--- src/rtl/ddc_pkg.sv ---
package ddc_pkg;

    typedef enum logic [2:0] {
        ST_IDLE,
        ST_LOAD,
        ST_ISSUE,
        ST_BUSY,
        ST_WRAP
    } seq_state_t;

    // register offsets
    localparam int OFS_CHAN   = 0;
    localparam int OFS_DISP   = 1;
    localparam int OFS_FMT    = 2;
    localparam int WORD_BASE  = 3;   // first address/index word
    localparam int N_WORDS    = 7;   // begin hi/lo, end hi/lo, elem step, row step hi/lo

    // channel-control bit positions
    localparam int CB_RUN     = 7;
    localparam int CB_AUTO    = 8;
    localparam int CB_RPT     = 9;
    localparam int CB_EOP     = 11;
    localparam int CB_MODE    = 12;

    // display-control bit positions
    localparam int DB_IEN     = 1;
    localparam int DB_DONE    = 3;
    localparam int DB_PORT    = 6;
    localparam int DB_EXT     = 8;

endpackage

--- src/rtl/ddc_prog_regs.sv ---
module ddc_prog_regs
    import ddc_pkg::*;
#(
    parameter int DATA_W = 16,
    parameter int ADDR_W = 4
) (
    input  logic                      clk,
    input  logic                      rst_n,
    input  logic                      we,
    input  logic [ADDR_W-1:0]         addr,
    input  logic [DATA_W-1:0]         wdata,
    input  logic                      hw_run_clr,
    input  logic                      hw_done_set,
    input  logic                      eop_take,
    output logic [DATA_W-1:0]         rdata,
    output logic                      run_en,
    output logic                      auto_bit,
    output logic                      rpt_bit,
    output logic                      eop_pend,
    output logic [1:0]                mode,
    output logic                      ien,
    output logic                      done_st,
    output logic [1:0]                port,
    output logic                      ext_en,
    output logic [1:0]                fmt,
    output logic [N_WORDS*DATA_W-1:0] words
);

    logic wr_chan, wr_disp, wr_fmt;

    assign wr_chan = we && (addr == ADDR_W'(OFS_CHAN));
    assign wr_disp = we && (addr == ADDR_W'(OFS_DISP));
    assign wr_fmt  = we && (addr == ADDR_W'(OFS_FMT));

    // channel control
    always_ff @(posedge clk or negedge rst_n) begin
        if (!rst_n) begin
            run_en   <= 1'b0;
            auto_bit <= 1'b0;
            rpt_bit  <= 1'b0;
            mode     <= 2'b00;
        end else begin
            if (wr_chan) begin
                run_en   <= wdata[CB_RUN];
                auto_bit <= wdata[CB_AUTO];
                rpt_bit  <= wdata[CB_RPT];
                mode     <= wdata[CB_MODE +: 2];
            end
            if (hw_run_clr) begin
                run_en <= 1'b0;   // completion of a single-shot block wins
            end
        end
    end

    // pending reload request: set by software, cleared when honoured
    always_ff @(posedge clk or negedge rst_n) begin
        if (!rst_n) begin
            eop_pend <= 1'b0;
        end else if (wr_chan && wdata[CB_EOP]) begin
            eop_pend <= 1'b1;
        end else if (eop_take) begin
            eop_pend <= 1'b0;
        end
    end

    // display control
    always_ff @(posedge clk or negedge rst_n) begin
        if (!rst_n) begin
            ien    <= 1'b0;
            port   <= 2'b00;
            ext_en <= 1'b0;
        end else if (wr_disp) begin
            ien    <= wdata[DB_IEN];
            port   <= wdata[DB_PORT +: 2];
            ext_en <= wdata[DB_EXT];
        end
    end

    // completion flag: hardware set, write-one-to-clear, set wins
    always_ff @(posedge clk or negedge rst_n) begin
        if (!rst_n) begin
            done_st <= 1'b0;
        end else if (hw_done_set) begin
            done_st <= 1'b1;
        end else if (wr_disp && wdata[DB_DONE]) begin
            done_st <= 1'b0;
        end
    end

    always_ff @(posedge clk or negedge rst_n) begin
        if (!rst_n) begin
            fmt <= 2'b00;
        end else if (wr_fmt) begin
            fmt <= wdata[1:0];
        end
    end

    // address and index words
    for (genvar gi = 0; gi < N_WORDS; gi++) begin : g_word
        logic [DATA_W-1:0] q;
        always_ff @(posedge clk or negedge rst_n) begin
            if (!rst_n) begin
                q <= '0;
            end else if (we && (addr == ADDR_W'(WORD_BASE + gi))) begin
                q <= wdata;
            end
        end
        assign words[gi*DATA_W +: DATA_W] = q;
    end

    // read mux
    always_comb begin
        int widx;
        rdata = '0;
        widx  = int'(addr) - WORD_BASE;
        if (addr == ADDR_W'(OFS_CHAN)) begin
            rdata[CB_RUN]      = run_en;
            rdata[CB_AUTO]     = auto_bit;
            rdata[CB_RPT]      = rpt_bit;
            rdata[CB_EOP]      = eop_pend;
            rdata[CB_MODE +: 2] = mode;
        end else if (addr == ADDR_W'(OFS_DISP)) begin
            rdata[DB_IEN]      = ien;
            rdata[DB_DONE]     = done_st;
            rdata[DB_PORT +: 2] = port;
            rdata[DB_EXT]      = ext_en;
        end else if (addr == ADDR_W'(OFS_FMT)) begin
            rdata[1:0] = fmt;
        end else if (widx >= 0 && widx < N_WORDS) begin
            rdata = words[widx*DATA_W +: DATA_W];
        end
    end

    // the flag only rises when the sequencer records a completion
    a_r8_done_source: assert property (@(posedge clk) disable iff (!rst_n)
        $rose(done_st) |-> $past(hw_done_set));

    // acknowledge with no competing completion clears the flag
    a_r9_w1c_clears: assert property (@(posedge clk) disable iff (!rst_n)
        (wr_disp && wdata[DB_DONE] && !hw_done_set) |=> !done_st);

    // a honoured reload with no new request leaves nothing pending
    a_r5_eop_consumed: assert property (@(posedge clk) disable iff (!rst_n)
        (eop_take && !(wr_chan && wdata[CB_EOP])) |=> !eop_pend);

endmodule

--- src/rtl/ddc_active_set.sv ---
module ddc_active_set
    import ddc_pkg::*;
#(
    parameter int DATA_W = 16
) (
    input  logic                      clk,
    input  logic                      rst_n,
    input  logic                      load,
    input  logic [N_WORDS*DATA_W-1:0] words_in,
    input  logic [1:0]                fmt_in,
    input  logic [1:0]                port_in,
    input  logic [1:0]                mode_in,
    output logic [N_WORDS*DATA_W-1:0] words_out,
    output logic [1:0]                fmt_out,
    output logic [1:0]                port_out,
    output logic                      dbl_index
);

    logic [1:0] mode_q;

    for (genvar gi = 0; gi < N_WORDS; gi++) begin : g_act
        logic [DATA_W-1:0] q;
        always_ff @(posedge clk or negedge rst_n) begin
            if (!rst_n) begin
                q <= '0;
            end else if (load) begin
                q <= words_in[gi*DATA_W +: DATA_W];
            end
        end
        assign words_out[gi*DATA_W +: DATA_W] = q;
    end

    always_ff @(posedge clk or negedge rst_n) begin
        if (!rst_n) begin
            fmt_out  <= 2'b00;
            port_out <= 2'b00;
            mode_q   <= 2'b00;
        end else if (load) begin
            fmt_out  <= fmt_in;
            port_out <= port_in;
            mode_q   <= mode_in;
        end
    end

    assign dbl_index = (mode_q == 2'b11);

endmodule

--- src/rtl/ddc_sequencer.sv ---
module ddc_sequencer
    import ddc_pkg::*;
(
    input  logic clk,
    input  logic rst_n,
    input  logic go,
    input  logic repeat_en,
    input  logic eop_pend,
    input  logic blk_done,
    output logic blk_start,
    output logic load,
    output logic eop_take,
    output logic run_clr,
    output logic done_set
);

    seq_state_t state, state_nx;

    // state register
    always_ff @(posedge clk or negedge rst_n) begin
        if (!rst_n) begin
            state <= ST_IDLE;
        end else begin
            state <= state_nx;
        end
    end

    // transitions
    always_comb begin
        state_nx = state;
        unique case (state)
            ST_IDLE:  if (go) state_nx = ST_LOAD;
            ST_LOAD:  state_nx = ST_ISSUE;
            ST_ISSUE: state_nx = ST_BUSY;
            ST_BUSY: begin
                if (!go) begin
                    state_nx = ST_IDLE;
                end else if (blk_done) begin
                    state_nx = ST_WRAP;
                end
            end
            ST_WRAP: begin
                if (repeat_en && go) begin
                    state_nx = eop_pend ? ST_LOAD : ST_ISSUE;
                end else begin
                    state_nx = ST_IDLE;
                end
            end
            default:  state_nx = ST_IDLE;
        endcase
    end

    // outputs
    always_comb begin
        blk_start = 1'b0;
        load      = 1'b0;
        eop_take  = 1'b0;
        run_clr   = 1'b0;
        done_set  = 1'b0;
        unique case (state)
            ST_IDLE:  ;
            ST_LOAD: begin
                load     = 1'b1;
                eop_take = 1'b1;
            end
            ST_ISSUE: blk_start = 1'b1;
            ST_BUSY:  ;
            ST_WRAP: begin
                done_set = 1'b1;
                run_clr  = !repeat_en;
            end
            default:  ;
        endcase
    end

    // start strobe lasts a single cycle
    a_r3_start_pulse: assert property (@(posedge clk) disable iff (!rst_n)
        blk_start |=> !blk_start);

    // the channel stays idle without go
    a_r3_idle_hold: assert property (@(posedge clk) disable iff (!rst_n)
        (state == ST_IDLE && !go) |=> (state == ST_IDLE));

    // a non-repeating completion returns to idle
    a_r7_single_idle: assert property (@(posedge clk) disable iff (!rst_n)
        (state == ST_WRAP && !repeat_en) |=> (state == ST_IDLE));

    // losing go while busy abandons the block
    a_r10_stop: assert property (@(posedge clk) disable iff (!rst_n)
        (state == ST_BUSY && !go) |=> (state == ST_IDLE));

endmodule

--- src/rtl/disp_dma_chan.sv ---
module disp_dma_chan
    import ddc_pkg::*;
#(
    parameter int DATA_W = 16,
    parameter int ADDR_W = 4
) (
    input  logic                  clk,
    input  logic                  rst_n,
    input  logic                  reg_we,
    input  logic [ADDR_W-1:0]     reg_addr,
    input  logic [DATA_W-1:0]     reg_wdata,
    output logic [DATA_W-1:0]     reg_rdata,
    output logic                  ext_ctrl_en,
    output logic                  irq,
    output logic                  blk_start,
    input  logic                  blk_done,
    output logic [2*DATA_W-1:0]   act_src_begin,
    output logic [2*DATA_W-1:0]   act_src_end,
    output logic [DATA_W-1:0]     act_elem_step,
    output logic [2*DATA_W-1:0]   act_row_step,
    output logic [1:0]            act_fmt,
    output logic [1:0]            act_port,
    output logic                  act_dbl_index
);

    localparam int SET_W = N_WORDS * DATA_W;

    logic             run_en, auto_bit, rpt_bit, eop_pend, ien, done_st, ext_en;
    logic [1:0]       mode, port, fmt;
    logic [SET_W-1:0] prog_words, act_words;
    logic             load_w, eop_take_w, run_clr_w, done_set_w;

    ddc_prog_regs #(.DATA_W(DATA_W), .ADDR_W(ADDR_W)) u_regs (
        .clk        (clk),
        .rst_n      (rst_n),
        .we         (reg_we),
        .addr       (reg_addr),
        .wdata      (reg_wdata),
        .hw_run_clr (run_clr_w),
        .hw_done_set(done_set_w),
        .eop_take   (eop_take_w),
        .rdata      (reg_rdata),
        .run_en     (run_en),
        .auto_bit   (auto_bit),
        .rpt_bit    (rpt_bit),
        .eop_pend   (eop_pend),
        .mode       (mode),
        .ien        (ien),
        .done_st    (done_st),
        .port       (port),
        .ext_en     (ext_en),
        .fmt        (fmt),
        .words      (prog_words)
    );

    ddc_sequencer u_seq (
        .clk       (clk),
        .rst_n     (rst_n),
        .go        (run_en && ext_en),
        .repeat_en (auto_bit && rpt_bit),
        .eop_pend  (eop_pend),
        .blk_done  (blk_done),
        .blk_start (blk_start),
        .load      (load_w),
        .eop_take  (eop_take_w),
        .run_clr   (run_clr_w),
        .done_set  (done_set_w)
    );

    ddc_active_set #(.DATA_W(DATA_W)) u_act (
        .clk       (clk),
        .rst_n     (rst_n),
        .load      (load_w),
        .words_in  (prog_words),
        .fmt_in    (fmt),
        .port_in   (port),
        .mode_in   (mode),
        .words_out (act_words),
        .fmt_out   (act_fmt),
        .port_out  (act_port),
        .dbl_index (act_dbl_index)
    );

    // word order: begin hi, begin lo, end hi, end lo, elem step, row hi, row lo
    assign act_src_begin = {act_words[0*DATA_W +: DATA_W], act_words[1*DATA_W +: DATA_W]};
    assign act_src_end   = {act_words[2*DATA_W +: DATA_W], act_words[3*DATA_W +: DATA_W]};
    assign act_elem_step = act_words[4*DATA_W +: DATA_W];
    assign act_row_step  = {act_words[5*DATA_W +: DATA_W], act_words[6*DATA_W +: DATA_W]};

    assign ext_ctrl_en = ext_en;
    assign irq         = done_st && ien;

    // the active set moves only on a sequencer load
    a_r4_active_hold: assert property (@(posedge clk) disable iff (!rst_n)
        !load_w |=> ($stable(act_src_begin) && $stable(act_row_step)));

    // the interrupt rises only after a completion or a register write
    a_r8_irq_cause: assert property (@(posedge clk) disable iff (!rst_n)
        $rose(irq) |-> ($past(done_set_w) || $past(reg_we)));

endmodule

--- config.mk ---
export PLATFORM = sky130hd
export DESIGN_NAME = disp_dma_chan
export DESIGN_NICKNAME = d
export VERILOG_FILES = /design/src/rtl/ddc_pkg.sv /design/src/rtl/ddc_prog_regs.sv /design/src/rtl/ddc_active_set.sv /design/src/rtl/ddc_sequencer.sv /design/src/rtl/disp_dma_chan.sv
export SDC_FILE = /design/constraint.sdc
export NUM_CORES = 1
export LEC_CHECK = 0
export BUFFER_PORTS_ARGS = -buffer_cell sky130_fd_sc_hd__buf_4
export CAP_MARGIN = 0
export CORE_MARGIN = 5
export CORE_UTILIZATION = 57
export DETAILED_ROUTE_END_ITERATION = 8
export PLACE_DENSITY_LB_ADDON = 0.15
export SLEW_MARGIN = 20
export SYNTH_ARGS = -nofsm -noshare
export SYNTH_HDL_FRONTEND = slang
export SYNTH_SLANG_ARGS = --single-unit
--- constraint.sdc ---
create_clock -name clk -period 2.5 [get_ports clk]
set_input_delay 0.125 -clock clk [delete_from_list [all_inputs] [get_ports clk]]
set_output_delay 0.125 -clock clk [all_outputs]
set_load 0.02 [all_outputs]
* Word level (Yosys, flattened, before mapping)
Cells that the tools add are included.
** Storage, ports and cells
- Register bits after elaboration :: 246
- Input port bits :: 24
** Operators by class
- Add/subtract/negate cells :: 1
- Magnitude comparators :: 2
- Equality and inequality tests :: 16
- Shift-type cells :: 1
- Muxes and demuxes :: 31
- Reductions and logical operators :: 24
** Operators by type and width (number)
- $shiftx A112 B32 Y16 :: 1
- $ge A32 B1 Y1 const B :: 1
- $lt A32 B4 Y1 const B :: 1
- $mux W3 :: 7
- $logic_and A1 B1 Y1 :: 17
- $eq A4 B3 Y1 const B :: 4
- $mux W16 :: 1
- $mux W1 :: 15
- $pmux W3 S5 :: 1
- $mux W14 :: 1
- $mux W7 :: 2
- $eq A4 B2 Y1 const B :: 2
- $eq A4 B4 Y1 const B :: 2
- $mux W2 :: 4
- $eq A3 B2 Y1 const B :: 2
- $reduce_bool A2 Y1 :: 3
- $sub A4 B2 Y5 const B :: 1
- $eq A4 B1 Y1 const B :: 1
- $logic_not A4 Y1 :: 1
- $eq A3 B1 Y1 const B :: 1
- $eq A3 B3 Y1 const B :: 1
- $logic_not A3 Y1 :: 1
- $ne A3 B3 Y1 const B :: 1
- $eq A2 B2 Y1 const B :: 1
- other kinds (3) :: 3

* Depth between registers and ports, before layout
Gate-level depths: netlist of the first run.
- Depth after elaboration :: 7
- Depth in mapped cells :: 11

* Hierarchy
From an unflattened synthesis of the first run, not the netlist that was laid out.
** Unflattened totals
- Cell total of the unflattened synthesis :: 682
- Area total of the unflattened synthesis :: 10661.5 um^2
** Modules (own cells, without submodules)
- ddc_prog_regs :: instances 1, cells each 409, area each 5994.5 um^2, sequential area each 3128.0 um^2
- ddc_active_set :: instances 1, cells each 250, area each 4453.0 um^2, sequential area each 2952.8 um^2
- ddc_sequencer :: instances 1, cells each 20, area each 195.2 um^2, sequential area each 75.1 um^2
- disp_dma_chan :: instances 1, cells each 3, area each 18.8 um^2, sequential area each 0.0 um^2

* Worst setup path before layout of the first run
OpenSTA, ideal clock, no wires.
- Path kind :: input-to-output
- From :: input reg_addr[0]
- To :: output reg_rdata[13]
- Data arrival time :: 2.206 ns
- Data required time :: 2.375 ns
- Setup slack :: 0.169 ns
- Stages :: 10
- Cell sequence :: buf_6 buf_6 inv_2 buf_2 ha_1 buf_6 or3b_4 o32ai_4 nor2_4 o31ai_1
** Between the ends
- Word-level cells in the longest chain between the ends :: 7
- Elaborated cells between the ends (all ways) :: 12
- Those cells by class :: add/sub (1); order compare (2); eq/ne (2); shift (1); mux (4); reduce/logical (2)
** RTL lines
- start, declared :: line disp_dma_chan.sv:10 : input logic [ADDR_W-1:0] reg_addr,
- $sub A4 B2 Y5 :: line ddc_prog_regs.sv:115 : widx = int'(addr) - WORD_BASE;
- $ge A32 B1 Y1 or $lt A32 B4 Y1 (tied branches) :: line ddc_prog_regs.sv:129 : end else if (widx >= 0 && widx < N_WORDS) begin
- $logic_and A1 B1 Y1 :: line ddc_prog_regs.sv:129
- $mux W16 :: line ddc_prog_regs.sv:129
- $mux W14 :: line ddc_prog_regs.sv:127 : end else if (addr == ADDR_W'(OFS_FMT)) begin
- $mux W7 :: line ddc_prog_regs.sv:122 : end else if (addr == ADDR_W'(OFS_DISP)) begin
- $mux W3 * :: line ddc_prog_regs.sv:116 : if (addr == ADDR_W'(OFS_CHAN)) begin
- end, declared :: line disp_dma_chan.sv:12 : output logic [DATA_W-1:0] reg_rdata,
Every way passes the cells marked *; elsewhere a longest branch is shown, timed or not.

* Worst setup path in the final report of the first run
- From :: input reg_addr[0]
- To :: output reg_rdata[6]
** Between the ends
- Word-level cells in the longest chain between the ends :: 7
- Elaborated cells between the ends (all ways) :: 12
- Those cells by class :: add/sub (1); order compare (2); eq/ne (2); shift (1); mux (4); reduce/logical (2)
** RTL lines (line)
- $sub A4 B2 Y5 :: ddc_prog_regs.sv:115
- $ge A32 B1 Y1 or $lt A32 B4 Y1 (tied branches) :: ddc_prog_regs.sv:129
- $logic_and A1 B1 Y1 :: ddc_prog_regs.sv:129
- $mux W16 :: ddc_prog_regs.sv:129
- $mux W14 :: ddc_prog_regs.sv:127
- $mux W3 :: ddc_prog_regs.sv:122
- $mux W7 * :: ddc_prog_regs.sv:116
Marks and branches as above.

==> metrics.yaml, run 1 <==
finalSetupTns_ns: 0
cp-end-kind: "output port"
start_util: 0.582
path_clk_slew_ns: 0.06
syn_inst: 722
vias: 6843
yosysWarnings: 0
maxSlewHeadroom: 0.594
antenna_left: 0
io_pins: 160
period_minus_slack_ns: 2.32
crit_top_cell: "buf_4"
cp.required_ns: 2.38
clock-sinks: 246
crit_type: "in -> out"
synthDistinctLibCells: 52
core_um2: 18800
synth-seq-cells: 246
port_buffers: 159
synth_simple_gate_area_share: 0.0433
placed_cells: 1115
viasPerCell: 5.80
cp.arrival_ns: 2.19
area_growth_pct: 23.1
cpPeakStageDelay_ns: 0.45
ys_seq_area_frac: 0.562
avgSynthCellArea_um2: 15.2
crit_buf_inv: 5
fin_cells: 1179
start_kind: "primary input"
synth_top_area_frac: 0.562
drt_iter0_markers: 435
cts_hold_buf: 18
grt_pass1_wl_mm: 41.0
placed_area_um2: 12400
die-area_um2: 22100
drt_wl_total_mm: 25.5
finClkSkew_ns: 0.0132
hold_class: "in -> async"
worst_pin_slew_ns: 0.609
wire_per_inst_um: 21.6
status: "complete, no violations"
p_leak_nw: 6.16
synth-compound-area-share: 0.0549
clk_path_buf_depth: 3
clk-insertion-delay-late_ns: 0.52
min_period_over_period: 0.927
fp.dieH_um: 149
synth_edf_count: 0
synth_top_family_by_area: "multiplexers"
post-cts-setup-buffer-count: 0
synth_area_leaders: "dfrtp_1 56%, mux2_2 22%, mux4_2 3.3%, mux2_4 2.7%, mux2i_1 1.6%"
grt_max_degree: 79
drv_slew: 0
numCtsBuffers: 25
fin_area_um2: 13500
synth_common_cells: "246 x dfrtp_1, 212 x mux2_2, 20 x buf_4, 20 x mux2_4, 19 x nand2_1"
place.gp.congestion: 0.897
grt_antenna_before_repair: 0
cts_root_buf: "clkbuf_16"
row_count: 50
drt_pass1_iterations: 5
syn-num-nets: 750
finalPower_w: 0.0162
syn_area_um2: 11000
ctsResizeCount: 0
rsz0062_at_grt: "no"
setup_viol: 0
drive_gt1_frac: 0.538
synthArstFlopShare: 1.00
globalRouteOverflowTotal: 0
die_w_um: 149
cp.depth: 9
synth.largest_area_cell: "dfrtp_1"
synth_mux_area_frac: 0.302
synthXorXnorAreaFrac: 0.000799
cts_tree: "built"
htree_levels: 1
ir_drop_mv: 0.784
post_synth_fa_ha_maj_area_fraction: 0.00457
crit_chain: "buf_4 -> inv_2 -> buf_4 -> ha_1 -> buf_4 -> o32ai_4 -> nor2_4 -> o31ai_1 -> buf_4"
antenna_cells: 0
grt_usage: 0.233
hold_viol: 0
yosysMostFrequentCell: "dfrtp_1"
grt_pass1_vias: 7289
drc: 0
dp_hpwl_mm: 18.2
cp_slowest_cell: "o31ai_1"
fmax_mhz: 431
synth_flop_cell: "dfrtp_1"
drv_cap: 0
cp_max_fo: 17
cp_top_family: "compound AO/OA/AOI/OAI gates"
rr_worst_depth: 3
power_density_nw_per_um2: 1200
nets: 928
## flip-flops by register name, indices dropped and copies added, names as in the netlist, 2 cells and up
| signal | cells |
|---|---|
| u_seq.state | 3 |
| u_regs.port | 2 |
| u_act.g_act.q | 112 |
| u_regs.fmt | 2 |
| u_act.mode_q | 2 |
| u_act.fmt_out | 2 |
| u_regs.g_word.q | 112 |
| u_act.port_out | 2 |
| u_regs.mode | 2 |
## logic make-up (layout without fill, tap and decap cells)
kind of cell / count (synthesis) / count (layout)
flops: 246 / 246
mux: 273 / 273
compound gates: 81 / 81
xor+xnor: 1 / 1
fa+ha+maj: 4 / 4
simple gates: 68 / 68
buf+inv: 49 / 246
## layer usage
metal / wire (um) / up-vias / track usage
li1: - / 3027 / -
met1: 10500 / 3525 / 0.311
met2: 12700 / 249 / 0.393
met3: 1640 / 42 / 0.0454
met4: 603 / 0 / 0.0619
met5: 0 / - / 0
## power by group
group | switching [W] | total (W) | internal [W]
Sequential | 0.000972 | 0.00638 | 0.00541
Clock | 0.00152 | 0.00413 | 0.00261
Combinational | 0.00271 | 0.00568 | 0.00298
Total | 0.00520 | 0.0162 | 0.0110
## per-stage QoR
stage | worst slack (ns) | utilization | hold WS (ns)
after global placement | 0.280 | 0.657 | 0.138
after floorplan | 0.169 | - | -0.171
after global routing | 0.0717 | 0.716 | 0.237
final | 0.182 | 0.716 | 0.189
after CTS | 0.220 | 0.716 | 0.205
after detailed placement | 0.223 | 0.657 | 0.148
## area by class of cell
type	instances	area (um^2)
Timing Repair Buffer	197	1610
Tap cell	260	325
Fill cell	1276	5350
Clock buffer	32	702
Sequential cell	246	6160
Clock inverter	14	230
Multi-Input combinational cell	427	4450
Inverter	3	11.3
## layout by cell type (no fill, tap or decap), types with 7 or more instances in the layout
master,Yosys,final
mux2_2,212,212
dfrtp_1,246,246
clkbuf_16,0,25
nor2_1,7,7
nand2_1,19,19
mux2_4,20,20
mux4_2,16,16
o2bb2ai_1,17,17
nor3_1,8,8
mux2i_1,17,17
buf_4,20,172
mux2_1,8,8
o21ai_0,16,16
dlygate4sd3_1,0,18
a21oi_1,17,17
## final timing paths
path,start,endpoint,slack (ns)
max in group asynchronous,rst_n,u_act.g_act[6].q[4]$_DFFE_PN0P_,1.51
worst min-delay path,rst_n,u_act.g_act[5].q[3]$_DFFE_PN0P_,0.19
worst max register to register,u_seq.state[2]$_DFFE_PN0P_,u_act.g_act[6].q[1]$_DFFE_PN0P_,0.81
min in group clk,reg_we,u_regs.fmt[1]$_DFFE_PN0P_,0.26
worst min register to register,u_act.g_act[6].q[14]$_DFFE_PN0P_,u_act.g_act[6].q[14]$_DFFE_PN0P_,0.51
worst max-delay path,reg_addr[0],reg_rdata[6],0.18
(Power assumes the default switching activity.)
==> run 2: changes to the inputs <==
--- a/config.mk
+++ b/config.mk
@@ -5,6 +5,7 @@
 export SDC_FILE = /design/constraint.sdc
 export NUM_CORES = 1
 export LEC_CHECK = 0
+export ABC_AREA = 1
 export BUFFER_PORTS_ARGS = -buffer_cell sky130_fd_sc_hd__buf_4
 export CAP_MARGIN = 0
 export CORE_MARGIN = 5
==> run 2 against run 1 <==
  * Maximum frequency rose by 2.4%
  * Sequential share of layout area rose by 2.1 points
  * Critical endpoint is now reg_rdata[0]
  * First-iteration DRC count increased by 120%
  * Combinational power decreased by 13%
  * Wire length increased by 27%
  * Die area down 4.3%
  * Setup slack improved by 0.053 ns
  * Clock power shrank 2%
  * Non-clock buffer count fell by 7
  * Clock skew down 0.0041 ns
==> metrics.yaml, run 2 <==
status: "complete, no violations"
clock-sinks: 246
cp-end-kind: "output port"
finClkSkew_ns: 0.00902
synth_flop_cell: "dfrtp_1"
synth.largest_area_cell: "dfrtp_1"
cts_tree: "built"
layout_commonest_cell: "nand2_1"
wire_per_inst_um: 19.7
dp_hpwl_mm: 22.9
drv_slew: 0
synth_area_leaders: "dfrtp_1 59%, nand2_1 16%, o21ai_0 8.3%, inv_1 3.8%, o21ai_1 3.2%"
synth-seq-cells: 246
maxSlewHeadroom: 0.535
clk-insertion-delay-late_ns: 0.53
ir_drop_mv: 1.14
ctsResizeCount: 0
drt_iter0_markers: 963
met2_usage: 0.482
final_util: 0.715
yosysWarnings: 0
setup_viol: 0
port_buffers: 159
place.gp.congestion: 0.964
synth_top_area_frac: 0.589
start_util: 0.580
whs_ns: 0.0629
rsz0062_at_grt: "no"
drv_cap: 0
drive_gt1_frac: 0.171
area_growth_pct: 23.3
grt_usage: 0.304
met3_usage: 0.0788
io_pins: 160
nets: 1426
worst_pin_slew_ns: 0.696
synthArstFlopShare: 1.00
synth_edf_count: 0
hold_class: "in -> reg"
antenna_cells: 0
die-area_um2: 21100
fp.dieH_um: 145
grt_pass1_wl_mm: 51.4
drt_pass1_iterations: 5
cts_root_buf: "clkbuf_16"
numCtsBuffers: 26
grt_antenna_before_repair: 0
core_um2: 18000
grt_use_met1: 0.403
grt_pass1_vias: 9274
synth_common_cells: "446 x nand2_1, 246 x dfrtp_1, 174 x o21ai_0, 107 x inv_1, 67 x o21ai_1"
clk_path_buf_depth: 3
p_leak_nw: 6.71
globalRouteOverflowTotal: 0
crit_type: "in -> out"
power_density_nw_per_um2: 1160
period_minus_slack_ns: 2.26
row_count: 49
die_w_um: 145
reg.largest.list: "u_act.g_act.q: 112 flops, u_regs.g_word.q: 112 flops, u_seq.state: 3 flops"
grt_max_degree: 75
fmax_mhz: 442
cp.arrival_ns: 2.14
syn_inst: 1242
vias: 9269
syn-num-nets: 1270
drt_wl_total_mm: 32.5
avgSynthCellArea_um2: 8.41
synthDistinctLibCells: 29
antenna_left: 0
finalSetupTns_ns: 0
syn_area_um2: 10500
yosysMostFrequentCell: "nand2_1"
path_clk_slew_ns: 0.06
drc: 0
hold_viol: 0
htree_levels: 1
cp_max_fo: 26
cp.required_ns: 2.38
ys_seq_area_frac: 0.589
final_cell_mix: "446 x nand2_1, 246 x dfrtp_1, 176 x buf_4"
min_period_over_period: 0.906
start_kind: "primary input"
top_usage_layer: "met2"
viasPerCell: 5.63
[run 2: changes by cell type after synthesis, sizes merged, moves of 18 or more]
cell	change
nand2	+431
mux2	-240
o21ai	+225
inv	+114
a21oi	+38
clkbuf	+34
nand3	+21
buf	-18
[run 2: worst paths after layout]
kind	startpoint	end	slack, ns	depth (start not counted)
setup / recovery	reg_addr[0]	reg_rdata[0]	0.24	12
hold reg to reg	u_act.g_act[5].q[0]$_DFFE_PN0P_	u_act.g_act[5].q[0]$_DFFE_PN0P_	0.47	2
min in group asynchronous	rst_n	u_act.g_act[5].q[8]$_DFFE_PN0P_	0.15	2
hold / removal	reg_wdata[2]	u_regs.g_word[2].q[2]$_DFFE_PN0P_	0.06	3
max in group asynchronous	rst_n	u_act.g_act[6].q[10]$_DFFE_PN0P_	1.54	3
setup reg to reg	u_seq.state[1]$_DFFE_PN0P_	u_act.g_act[6].q[13]$_DFFE_PN0P_	0.82	5
[run 2: what timing repair did]
item | 4_1_cts | 5_1_grt
hold buffers | 8 | 0
endpoints found under the hold margin | 82 | 0
buffers inserted | 0 | 0
[run 2: final cells by class]
cell class                      count  area, um^2
Clock buffer                       36         749
Clock inverter                     11         146
Fill cell                        1447        5140
Inverter                          118         445
Multi-Input combinational cell    816        3590
Sequential cell                   246        6160
Tap cell                          229         287
Timing Repair Buffer              190        1520
[run 2: routing by layer]
metal | wire, um | vias up | part of all wire
met2 | 15000 | 481 | 0.46
met5 | 0 | - | 0
met4 | 1610 | 0 | 0.050
met1 | 13000 | 4402 | 0.40
met3 | 2840 | 107 | 0.088
li1 | - | 4279 | -
[run 2: cells by family after synthesis]
logic type      synth area share
fa+ha+maj                0.00479
simple gates               0.190
buf+inv                   0.0679
flops                      0.589
compound gates             0.148
[run 2: worst max-delay path, stage by stage]
cell	delay, ns
buf_4	0.12
buf_4	0.22
ha_1	0.25
inv_1	0.07
nand2_1	0.05
nand2_1	0.22
inv_2	0.14
nand2_1	0.31
a21oi_1	0.08
o21ai_0	0.28
nand2_1	0.10
buf_4	0.17
[run 2: report_power, final]
group          total (W)  switching, W  internal, W
Combinational    0.00497       0.00317      0.00180
Sequential       0.00593      0.000784      0.00515
Clock            0.00404       0.00163      0.00241
Total             0.0149       0.00558      0.00937
[run 2: through the flow]
| stage | setup slack, ns | std cells | total power (W) | instance area (um^2) |
|---|---|---|---|---|
| finish | 0.236 | 1646 | 0.0149 | 12900 |
| global route | 0.0561 | 1646 | 0.0158 | 12900 |
| CTS | 0.301 | 1646 | 0.0150 | 12900 |
| detailed placement | 0.310 | 1591 | 0.0109 | 11900 |
| global placement | 0.345 | 1591 | 0.0108 | 11900 |
| floorplan | 0.517 | 1242 | 0.00873 | 10500 |
